--- src/rtl/sdcmd_pkg.sv ---
package sdcmd_pkg;

  localparam int unsigned CRC_W = 7;

  typedef enum logic [2:0] {
    ST_IDLE,
    ST_GATE,
    ST_SEND,
    ST_WAIT,
    ST_RECV,
    ST_CHECK
  } sdcmd_state_e;

  // one serial step of x^7 + x^3 + 1
  function automatic logic [CRC_W-1:0] crc7_step(input logic [CRC_W-1:0] c, input logic b);
    logic fb;
    fb = b ^ c[CRC_W-1];
    crc7_step = {c[CRC_W-2:0], 1'b0} ^ (fb ? 7'h09 : 7'h00);
  endfunction

  // CRC over the low n bits of d, highest of them first
  function automatic logic [CRC_W-1:0] crc7_msb(input logic [119:0] d, input int n);
    logic [CRC_W-1:0] c;
    c = '0;
    for (int i = 119; i >= 0; i--) begin
      if (i < n) c = crc7_step(c, d[i]);
    end
    crc7_msb = c;
  endfunction

endpackage

--- src/rtl/sdcmd_tx.sv ---
module sdcmd_tx #(
  parameter int unsigned FRAME_BITS = 48
) (
  input  logic                  clk,
  input  logic                  rst_n,
  input  logic                  load,
  input  logic [FRAME_BITS-1:0] frame,
  input  logic                  tick,
  input  logic                  shift_en,
  output logic                  bit_o,
  output logic                  last_o
);
  localparam int unsigned CNT_W = $clog2(FRAME_BITS);
  localparam logic [CNT_W-1:0] LAST = CNT_W'(FRAME_BITS - 1);

  logic [FRAME_BITS-1:0] sr;
  logic [CNT_W-1:0]      cnt;

  always_ff @(posedge clk or negedge rst_n) begin
    if (!rst_n) begin
      sr  <= '1;
      cnt <= '0;
    end else if (load) begin
      sr  <= frame;
      cnt <= '0;
    end else if (shift_en && tick) begin
      sr  <= {sr[FRAME_BITS-2:0], 1'b1};
      cnt <= cnt + 1'b1;
    end
  end

  assign bit_o  = sr[FRAME_BITS-1];
  assign last_o = shift_en && tick && (cnt == LAST);
endmodule

--- src/rtl/sdcmd_rx.sv ---
module sdcmd_rx #(
  parameter int unsigned SR_W  = 134,
  parameter int unsigned CNT_W = 8
) (
  input  logic             clk,
  input  logic             rst_n,
  input  logic             clear,
  input  logic             shift,
  input  logic             bit_i,
  input  logic [CNT_W-1:0] nbits,
  output logic [SR_W-1:0]  sr_o,
  output logic             done_o
);
  logic [CNT_W-1:0] cnt;

  always_ff @(posedge clk or negedge rst_n) begin
    if (!rst_n) begin
      sr_o <= '0;
      cnt  <= '0;
    end else if (clear) begin
      cnt <= '0;
    end else if (shift) begin
      sr_o <= {sr_o[SR_W-2:0], bit_i};
      cnt  <= cnt + 1'b1;
    end
  end

  assign done_o = shift && (cnt == nbits - 1'b1);
endmodule

--- src/rtl/sdcmd_timer.sv ---
module sdcmd_timer #(
  parameter int unsigned LIMIT = 64
) (
  input  logic clk,
  input  logic rst_n,
  input  logic clear,
  input  logic step,
  output logic expired_o
);
  localparam int unsigned CNT_W = $clog2(LIMIT + 1);
  localparam logic [CNT_W-1:0] LAST = CNT_W'(LIMIT - 1);

  logic [CNT_W-1:0] cnt;

  always_ff @(posedge clk or negedge rst_n) begin
    if (!rst_n)      cnt <= '0;
    else if (clear)  cnt <= '0;
    else if (step)   cnt <= cnt + 1'b1;
  end

  assign expired_o = step && (cnt == LAST);
endmodule

--- src/rtl/sdcmd_engine.sv ---
module sdcmd_engine
  import sdcmd_pkg::*;
#(
  parameter int unsigned TIMEOUT_TICKS = 64
) (
  input  logic         clk,
  input  logic         rst_n,
  input  logic         tick,
  input  logic         req_valid,
  output logic         req_ready,
  input  logic [10:0]  req_cmd,
  input  logic [31:0]  req_arg,
  input  logic         start_gate,
  input  logic         wake_evt,
  input  logic         cmd_i,
  output logic         cmd_o,
  output logic         cmd_oe,
  output logic         cmd_active,
  output logic         evt_sent,
  output logic         evt_rsp_ok,
  output logic         evt_crc_fail,
  output logic         evt_timeout,
  output logic [5:0]   rsp_index,
  output logic [127:0] rsp_data
);
  localparam int unsigned IDX_W      = 6;
  localparam int unsigned ARG_W      = 32;
  localparam int unsigned PAY_W      = 128;
  localparam int unsigned FRAME_BITS = 2 + IDX_W + ARG_W + CRC_W + 1;
  localparam int unsigned HEAD_BITS  = FRAME_BITS - CRC_W - 1;
  localparam int unsigned LONG_BITS  = 2 + IDX_W + PAY_W;
  localparam int unsigned LONG_SPAN  = PAY_W - CRC_W - 1;
  localparam int unsigned PAD_W      = LONG_SPAN - HEAD_BITS;
  localparam int unsigned RX_W       = LONG_BITS - 2;
  localparam int unsigned RX_CNT_W   = $clog2(LONG_BITS + 1);
  localparam int unsigned B_RSP0     = 6;
  localparam int unsigned B_RSP1     = 7;
  localparam int unsigned B_WAKE     = 8;
  localparam int unsigned B_GATE     = 9;
  localparam int unsigned B_EN       = 10;

  sdcmd_state_e state;
  logic [10:0]  cmd_q;

  logic                  accept, launch;
  logic [HEAD_BITS-1:0]  head;
  logic [FRAME_BITS-1:0] frame;
  logic                  tx_bit, tx_last;
  logic                  rsp_exp, rsp_long, wake_mode;
  logic [RX_CNT_W-1:0]   nbits;
  logic                  start_seen, rx_shift, rx_done;
  logic [RX_W-1:0]       rx_sr;
  logic                  tmr_step, tmr_expired;
  logic [CRC_W-1:0]      crc_calc;
  logic                  crc_ok;

  assign req_ready  = (state == ST_IDLE);
  assign cmd_active = (state != ST_IDLE);
  assign accept     = req_valid && req_ready;
  assign launch     = accept && req_cmd[B_EN];

  assign head  = {1'b0, 1'b1, req_cmd[IDX_W-1:0], req_arg};
  assign frame = {head, crc7_msb({{PAD_W{1'b0}}, head}, HEAD_BITS), 1'b1};

  assign rsp_exp   = cmd_q[B_RSP0];
  assign rsp_long  = cmd_q[B_RSP0] && cmd_q[B_RSP1];
  assign wake_mode = cmd_q[B_WAKE];
  assign nbits     = rsp_long ? RX_CNT_W'(LONG_BITS) : RX_CNT_W'(FRAME_BITS);

  assign start_seen = tick && (state == ST_WAIT) && rsp_exp && !cmd_i;
  assign rx_shift   = start_seen || (tick && (state == ST_RECV));
  assign tmr_step   = tick && (state == ST_WAIT) && !start_seen && !wake_mode;

  sdcmd_tx #(.FRAME_BITS(FRAME_BITS)) i_tx (
    .clk(clk), .rst_n(rst_n), .load(launch), .frame(frame), .tick(tick),
    .shift_en(state == ST_SEND), .bit_o(tx_bit), .last_o(tx_last)
  );

  sdcmd_rx #(.SR_W(RX_W), .CNT_W(RX_CNT_W)) i_rx (
    .clk(clk), .rst_n(rst_n), .clear(tx_last), .shift(rx_shift), .bit_i(cmd_i),
    .nbits(nbits), .sr_o(rx_sr), .done_o(rx_done)
  );

  sdcmd_timer #(.LIMIT(TIMEOUT_TICKS)) i_tmr (
    .clk(clk), .rst_n(rst_n), .clear(tx_last), .step(tmr_step), .expired_o(tmr_expired)
  );

  always_comb begin
    if (rsp_long)
      crc_calc = crc7_msb(rx_sr[PAY_W-1:CRC_W+1], LONG_SPAN);
    else
      crc_calc = crc7_msb({{PAD_W{1'b0}}, rx_sr[FRAME_BITS-1:CRC_W+1]}, HEAD_BITS);
    crc_ok = (crc_calc == rx_sr[CRC_W:1]);
  end

  assign cmd_oe = (state == ST_SEND);
  assign cmd_o  = cmd_oe ? tx_bit : 1'b1;

  always_ff @(posedge clk or negedge rst_n) begin
    if (!rst_n) begin
      state        <= ST_IDLE;
      cmd_q        <= '0;
      evt_sent     <= 1'b0;
      evt_rsp_ok   <= 1'b0;
      evt_crc_fail <= 1'b0;
      evt_timeout  <= 1'b0;
      rsp_index    <= '0;
      rsp_data     <= '0;
    end else begin
      evt_sent     <= 1'b0;
      evt_rsp_ok   <= 1'b0;
      evt_crc_fail <= 1'b0;
      evt_timeout  <= 1'b0;
      unique case (state)
        ST_IDLE: begin
          if (launch) begin
            cmd_q <= req_cmd;
            state <= req_cmd[B_GATE] ? ST_GATE : ST_SEND;
          end
        end
        ST_GATE: begin
          if (start_gate) state <= ST_SEND;
        end
        ST_SEND: begin
          if (tx_last) begin
            if (rsp_exp || wake_mode) begin
              state <= ST_WAIT;
            end else begin
              state    <= ST_IDLE;
              evt_sent <= 1'b1;
            end
          end
        end
        ST_WAIT: begin
          if (wake_mode && wake_evt) begin
            state    <= ST_IDLE;
            evt_sent <= 1'b1;
          end else if (start_seen) begin
            state <= ST_RECV;
          end else if (tmr_expired) begin
            state       <= ST_IDLE;
            evt_timeout <= 1'b1;
          end
        end
        ST_RECV: begin
          if (rx_done) state <= ST_CHECK;
        end
        ST_CHECK: begin
          if (rsp_long) begin
            rsp_index <= rx_sr[PAY_W+IDX_W-1:PAY_W];
            rsp_data  <= rx_sr[PAY_W-1:0];
          end else begin
            rsp_index <= rx_sr[ARG_W+CRC_W+IDX_W:ARG_W+CRC_W+1];
            rsp_data  <= {{(PAY_W-ARG_W){1'b0}}, rx_sr[ARG_W+CRC_W:CRC_W+1]};
          end
          evt_rsp_ok   <= crc_ok;
          evt_crc_fail <= !crc_ok;
          state        <= ST_IDLE;
        end
        default: state <= ST_IDLE;
      endcase
    end
  end
endmodule

--- config.mk ---
export PLATFORM = sky130hd
export DESIGN_NAME = sdcmd_engine
export DESIGN_NICKNAME = d
export VERILOG_FILES = /design/src/rtl/sdcmd_pkg.sv /design/src/rtl/sdcmd_tx.sv /design/src/rtl/sdcmd_rx.sv /design/src/rtl/sdcmd_timer.sv /design/src/rtl/sdcmd_engine.sv
export SDC_FILE = /design/constraint.sdc
export NUM_CORES = 1
export LEC_CHECK = 0
export ABC_CLOCK_PERIOD_IN_PS = 15970
export BUFFER_PORTS_ARGS = -buffer_cell sky130_fd_sc_hd__buf_4
export CAP_MARGIN = 20
export CORE_ASPECT_RATIO = 1.5
export CORE_MARGIN = 3
export CORE_UTILIZATION = 35
export CTS_CLUSTER_SIZE = 16
export DETAILED_ROUTE_END_ITERATION = 8
export GPL_ROUTABILITY_DRIVEN = 0
export PLACE_DENSITY_LB_ADDON = 0.1
export REMOVE_ABC_BUFFERS = 1
export SYNTH_ARGS = -nofsm -noshare
export SYNTH_HDL_FRONTEND = slang
export SYNTH_HIERARCHICAL = 1
export SYNTH_SLANG_ARGS = --single-unit
--- constraint.sdc ---
create_clock -name clk -period 15.97 [get_ports clk]
set_clock_uncertainty 0.1 [all_clocks]
set_input_delay 2.3955 -clock clk [delete_from_list [all_inputs] [get_ports clk]]
set_output_delay 2.3955 -clock clk [all_outputs]
set_load 0.005 [all_outputs]
==> Yosys cells after proc, flatten, opt, wreduce, memory -nomap -nowiden <==
Cells that the tools add are included.
{ "op_classes": {"n_eq_ne": 14, "add_sub_neg": 4, "bitwise": 392, "n_mux": 389, "reduce_logical": 28} }
{ "ops": {"columns": ["operator", "n"], "rows": [
  ["$xor 7x4->7", 194],
  ["$mux 7", 161],
  ["$mux 4", 198],
  ["$xor 1x1->1", 193],
  ["$mux 128", 1],
  ["$mux 48", 2],
  ["$mux 8", 3],
  ["$mux 3", 7],
  ["$mux 6", 3],
  ["$pmux 3 s5", 1],
  ["$logic_and 1x1->1", 14],
  ["$mux 1", 10],
  ["$add 8x1->8 const B", 1],
  ["$eq 8x8->1", 1],
  ["$sub 8x1->8 const B", 1],
  ["$add 7x1->7 const B", 1],
  ["$eq 7x6->1 const B", 1],
  ["$eq 7x7->1", 1],
  ["$add 6x1->6 const B", 1],
  ["$eq 3x2->1 const B", 2],
  ["$eq 3x3->1 const B", 2],
  ["$eq 6x6->1 const B", 1],
  ["$ne 2x1->1 const B", 3],
  ["$reduce_bool 2->1", 3],
  ["other kinds (15)", 22]
]} }
{ "totals": {"wordCells": 840, "reg_bits": 353, "inputBits": 50, "output_inout_bits": 142} }

==> Depth between registers and ports, before layout <==
{ "depth": {"word_depth": 481, "depth_mapped": 16} }

==> Modules after synthesis <==
Netlist, hierarchy kept.
{ "modules_own_cells": {"columns": ["module", "instances", "area_per_inst_um2", "cells_each", "seq_area_each_um2"], "rows": [
  ["sdcmd_engine", 1, 10234.8, 1039, 3603.5],
  ["sdcmd_rx", 1, 5560.3, 353, 3553.4],
  ["sdcmd_tx", 1, 2606.2, 241, 1411.4],
  ["sdcmd_timer", 1, 344.1, 32, 175.2]
]} }

==> Least setup slack after synthesis <==
OpenSTA, ideal clock, no wires.
{ "synth_timing": {"path_type": "flip-flop to flip-flop", "start": "reg i_rx.sr_o[122]", "end": "reg evt_rsp_ok", "synth_period_minus_slack_ps": 5409, "setup_time_ps": 121, "path_buffers": 0, "t_required_ps": 15749, "setup_slack_ps": 10561, "path_stages_with_launch": 16, "arrival_ps": 5188, "cell_sequence": "dfrtp_1 > xnor2_1 > xnor3_2 > xnor3_1 > xnor3_1 > xnor3_2 > xnor3_1 > xor3_1 > xnor2_2 > xnor3_2 > xnor3_2 > xnor2_1 > xnor3_1 > nand2_1 > mux2_4 > and4b_1"} }
{ "synth_via": {"elab_chain_len": 290, "word_cells_on_any_way": 444, "cone_classes": "eq/ne: 1; mux: 222; bitwise: 221"} }
{ "synth_rtl": {"columns": ["element", "line_no", "text"], "rows": [
  ["start, declared", "sdcmd_rx.sv:11", "output logic [SR_W-1:0] sr_o,"],
  ["start signal, assigned", "sdcmd_rx.sv:23", "sr_o <= {sr_o[SR_W-2:0], bit_i};"],
  ["$xor 1x1->1 (*)", "sdcmd_pkg.sv:17", "fb = b ^ c[CRC_W-1];"],
  ["$mux 4 (*)", "sdcmd_pkg.sv:18", "crc7_step = {c[CRC_W-2:0], 1'b0} ^ (fb ? 7'h09 : 7'h00);"],
  ["$xor 7x4->7 (*)", "sdcmd_pkg.sv:18", null],
  ["$mux 7 (*)", "sdcmd_engine.sv:89", "if (rsp_long)"],
  ["$xor 7x4->7 (*)", "sdcmd_pkg.sv:18", null],
  ["$mux 7 (*)", "sdcmd_engine.sv:89", null],
  ["$xor 7x4->7 (*)", "sdcmd_pkg.sv:18", null],
  ["$mux 7 (*)", "sdcmd_engine.sv:89", null],
  ["[274 not listed]", null, null],
  ["$xor 7x4->7 (*)", "sdcmd_pkg.sv:18", null],
  ["$mux 7 (*)", "sdcmd_engine.sv:89", null],
  ["$xor 7x4->7 (*)", "sdcmd_pkg.sv:18", null],
  ["$mux 7 (*)", "sdcmd_engine.sv:89", null],
  ["$xor 7x4->7 (*)", "sdcmd_pkg.sv:18", null],
  ["$mux 7 (*)", "sdcmd_engine.sv:89", null],
  ["$eq 7x7->1 (*)", "sdcmd_engine.sv:93", "crc_ok = (crc_calc == rx_sr[CRC_W:1]);"],
  ["$mux 1 (*)", "sdcmd_engine.sv:114", "unique case (state)"],
  ["end signal, assigned", "sdcmd_engine.sv:156", "evt_rsp_ok <= crc_ok;"],
  ["end, declared", "sdcmd_engine.sv:20", "output logic evt_rsp_ok,"]
]} }
Mark *: on every way between the ends. The rest lies on a longest branch, timed or not. The select of a mux whose other input is x is not followed.
A chain may end at the register's enable or synchronous reset.

==> Worst setup path after layout <==
{ "layout_timing": {"start": "reg i_rx.sr_o[127]", "end": "reg evt_rsp_ok"} }
{ "layout_via": {"elab_chain_len": 300, "word_cells_on_any_way": 462, "cone_classes": "eq/ne: 1; mux: 232; bitwise: 229"} }
{ "layout_rtl": {"columns": ["element", "line_no"], "rows": [
  ["$mux 4 (*)", "sdcmd_pkg.sv:18"],
  ["$mux 7 (*)", "sdcmd_engine.sv:89"],
  ["$xor 7x4->7 (*)", "sdcmd_pkg.sv:18"],
  ["$mux 7 (*)", "sdcmd_engine.sv:89"],
  ["$xor 7x4->7 (*)", "sdcmd_pkg.sv:18"],
  ["$mux 7 (*)", "sdcmd_engine.sv:89"],
  ["$xor 7x4->7 (*)", "sdcmd_pkg.sv:18"],
  ["$mux 7 (*)", "sdcmd_engine.sv:89"],
  ["[284 not listed]", null],
  ["$xor 7x4->7 (*)", "sdcmd_pkg.sv:18"],
  ["$mux 7 (*)", "sdcmd_engine.sv:89"],
  ["$xor 1x1->1 / $xor 7x4->7 (equally long branches)", "sdcmd_pkg.sv:17, sdcmd_pkg.sv:18"],
  ["$mux 4 / $mux 7 (equally long branches)", "sdcmd_pkg.sv:18, sdcmd_engine.sv:89"],
  ["$xor 7x4->7 (*)", "sdcmd_pkg.sv:18"],
  ["$mux 7 (*)", "sdcmd_engine.sv:89"],
  ["$eq 7x7->1 (*)", "sdcmd_engine.sv:93"],
  ["$mux 1 (*)", "sdcmd_engine.sv:114"]
]} }
Marks and branches as above.

==> impl_metrics.json <==
{
  "drc_errors": 0,
  "fp.dieH_um": 289,
  "leakage_nw": 10.0,
  "async_flop_share": 1.00,
  "worstPathArrival_ns": 6.22,
  "ys_seq_elements": 347,
  "tns_ns": 0,
  "clockBufferDepth": 3,
  "dr.first_iter.drc_count": 446,
  "run_status": "complete, no violations",
  "first_pass_iters": 4,
  "p_switching_mw": 0.712,
  "die_w_um": 195,
  "netlist_area_sq_um": 18700,
  "cp.required_ns": 16.30,
  "via_per_inst": 4.69,
  "path_max_fanout": 8,
  "core_area_sq_um": 52800,
  "critPathMostFrequentCell": "xnor3_1",
  "period_needed_ns": 5.89,
  "r2r_cells": 15,
  "vias": 12000,
  "clkLatencyLatePin_ns": 0.56,
  "min_from": "rsp_data[101]",
  "drive_gt1_frac": 0.253,
  "cpPeakStageDelay_ns": 0.65,
  "grt_pass1_vias": 12800,
  "antenna_found_initial": 0,
  "rr_endpoint": "evt_rsp_ok",
  "ctsHoldBuffers": 0,
  "grt_max_degree": 169,
  "dp_hpwl_um": 33200,
  "worst_pin_slew_ns": 1.09,
  "synth_cell_types": 58,
  "vdd_drop_max_uv": 87.0,
  "p_sw_frac": 0.287,
  "start_kind": "register",
  "hold_viol": 0,
  "nNetsFinal": 1894,
  "grt_pass1_wl_um": 74000,
  "finalSetupViolCount": 0,
  "postRouteAntennaNets": 0,
  "grt_overflow_total": 0,
  "pwr-share-seq": 0.425,
  "drv_slew": 0,
  "synth-main-ff-cell": "dfrtp_1",
  "synth-edff-count": 0,
  "comb_power_share": 0.201,
  "ys_warn_count": 6,
  "place_area_sq_um": 20800,
  "r2r_setup_slack_ns": 10.08,
  "clock_power_share": 0.375,
  "p_int_mw": 1.77,
  "cts_resized": 0,
  "initial_utilization": 0.355,
  "stdcell_area_sq_um": 22100,
  "avgRoutedWirePerCell_um": 18.2,
  "areaGrowthSynthToFinish_pct": 18.1,
  "die_area_sq_um": 56400,
  "cts_made_buffers": 39,
  "cts_root_buf": "clkbuf_16",
  "cts_tree": "yes",
  "ios": 192,
  "min_path_type": "reg -> reg",
  "critPathCapture": "evt_rsp_ok",
  "relSlewSlack": 0.271,
  "clk_pin_slew_worst_paths_ns": 0.06,
  "drt-total-wl_um": 46500,
  "max_freq_mhz": 170,
  "cts.sinks": 347,
  "diodes": 0,
  "crit_slowest_cell": "xnor3_1",
  "criticalPathCategory": "reg -> reg",
  "synthCells": 1665,
  "crit_chain": "xnor2_1, xnor2_1, xnor3_1, xnor2_1, xnor3_1, xnor3_1, xnor3_2, xnor3_1, xnor3_2, xnor3_2, xnor2_1, xnor3_1, nand2_1, mux2_4, and4b_1",
  "maxCapViolations": 0,
  "rows": 103,
  "crit_path_end_kind": "register",
  "rsz0062_at_grt": "no",
  "port_buffers": 191,
  "postSynthAreaPerCell_sq_um": 11.3,
  "post_cts_buffers": 0,
  "pwr_density_cell_nw_per_um2": 112,
  "whs_ns": 0.379,
  "rr_startpoint": "i_rx/sr_o[127]",
  "ys_seq_area_frac": 0.466,
  "grt_usage": 0.165,
  "h-tree-depth": 2,
  "cp-startpoint": "i_rx/sr_o[127]",
  "fin_crit_sh": 0.369
}
[worst max-delay path: cells and delay by family (launching register included)]
| kind | cells | cell delay [ns] |
|---|---|---|
| XOR/XNOR | 12 | 4.63 |
| flip-flops | 1 | 0.43 |
| multiplexers | 1 | 0.32 |
| AND/OR/NAND/NOR | 2 | 0.29 |
[cells by family (layout without fill, tap and decap cells)]
logic type	count (synthesis)	count (layout)	share of synthesized area
other	2	21	0.000401
adders and majority gates	4	4	0.00267
buffers and inverters	98	284	0.0248
DFF	347	347	0.466
xor gates and xnor gates	395	395	0.230
AOI/OAI and AO/OA	211	211	0.0581
muxes	230	230	0.133
and+or+nand+nor	378	378	0.0854
[cell type report]
class / count / area, sq um
tap: 682 / 853
clock inverter: 15 / 173
sequential: 347 / 8740
fill: 5204 / 30700
timing repair buffer: 202 / 1540
inverter: 11 / 43.8
multi-input combinational: 1239 / 9630
clock buffer: 56 / 1150
[sequential cells by signal, indices dropped and copies added, names as in the netlist, 3 cells and up]
name	flops
i_tx/cnt	6
i_rx/cnt	8
rsp_data	128
i_tmr/cnt	7
i_rx/sr_o	134
cmd_q	3
rsp_index	6
i_tx/sr	48
state	3
[power by group through the flow]
stage	Combinational (mW)	Clock [mW]	Sequential (mW)
2_1_floorplan	0.399	0	1.05
3_3_place_gp	0.505	0	1.07
3_5_place_dp	0.510	0	1.07
4_1_cts	0.512	0.963	1.05
5_1_grt	0.561	0.996	1.06
6_report	0.497	0.929	1.05
[worst min-delay path by stage]
stage / endpoint / slack, ns / depth (start not counted)
floorplan: rsp_data[83] / 0.37 / 2
global placement: rsp_data[100] / 0.37 / 2
detailed placement: rsp_data[3] / 0.37 / 2
CTS: rsp_data[3] / 0.39 / 2
global route: rsp_data[116] / 0.41 / 2
finish: rsp_data[101] / 0.38 / 2
[metal layers]
layer | track usage | part of all wire | vias to the layer above
met4 | 0.0501 | 0.027 | 0
li1 | - | - | 5894
met2 | 0.318 | 0.55 | 199
met5 | 0 | 0 | -
met3 | 0.0359 | 0.047 | 65
met1 | 0.181 | 0.38 | 5810
[synth_stat cells, types with 5 or more instances]
master / n / share of area
clkbuf_1: 55 / 0.011
a21oi_1: 9 / 0.0024
buf_2: 19 / 0.0051
dfrtp_1: 299 / 0.40
dfstp_2: 48 / 0.067
o21ai_0: 171 / 0.046
xnor2_2: 5 / 0.0043
xnor3_2: 7 / 0.0089
nor2_1: 33 / 0.0066
xor2_1: 85 / 0.040
xnor2_1: 247 / 0.12
xnor3_1: 43 / 0.052
xor3_1: 5 / 0.0063
nor2b_1: 6 / 0.0020
nand2_1: 296 / 0.059
inv_1: 11 / 0.0022
o21ai_1: 18 / 0.0048
mux2_1: 7 / 0.0042
buf_1: 5 / 0.0010
mux2_2: 132 / 0.079
or3_1: 6 / 0.0020
nand3_1: 6 / 0.0016
nand4_1: 6 / 0.0020
mux2i_1: 89 / 0.048
nor3_1: 5 / 0.0013
[cells in the final DEF (no fill, tap or decap), drive strengths merged, types with 3 or more instances in the layout]
| cell | synthesis | final |
|---|---|---|
| buf | 32 | 202 |
| conb | 2 | 21 |
| nand2b | 3 | 3 |
| nand3 | 6 | 6 |
| nand4 | 8 | 8 |
| a21oi | 9 | 9 |
| clkbuf | 55 | 56 |
| nand2 | 296 | 296 |
| xor2 | 87 | 87 |
| nor3 | 5 | 5 |
| bufinv | 0 | 3 |
| ha | 4 | 4 |
| xnor3 | 50 | 50 |
| or3 | 6 | 6 |
| dfrtp | 299 | 299 |
| nor2b | 6 | 6 |
| o21ai | 189 | 189 |
| clkinv | 0 | 9 |
| inv | 11 | 12 |
| mux2 | 141 | 141 |
| dfstp | 48 | 48 |
| xor3 | 5 | 5 |
| nor2 | 33 | 33 |
| mux2i | 89 | 89 |
| xnor2 | 253 | 253 |
[metrics by stage]
stage	power, mW	utilization	instances	setup WS (ns)
CTS	2.53	0.419	2552	10.00
floorplan	1.45	-	1597	5.20
global route	2.62	0.419	2552	9.81
global placement	1.57	0.394	2481	10.16
finish	2.48	0.419	2552	10.08
detailed placement	1.58	0.394	2481	10.04
No activity file was read; power rests on OpenSTA's default activity.
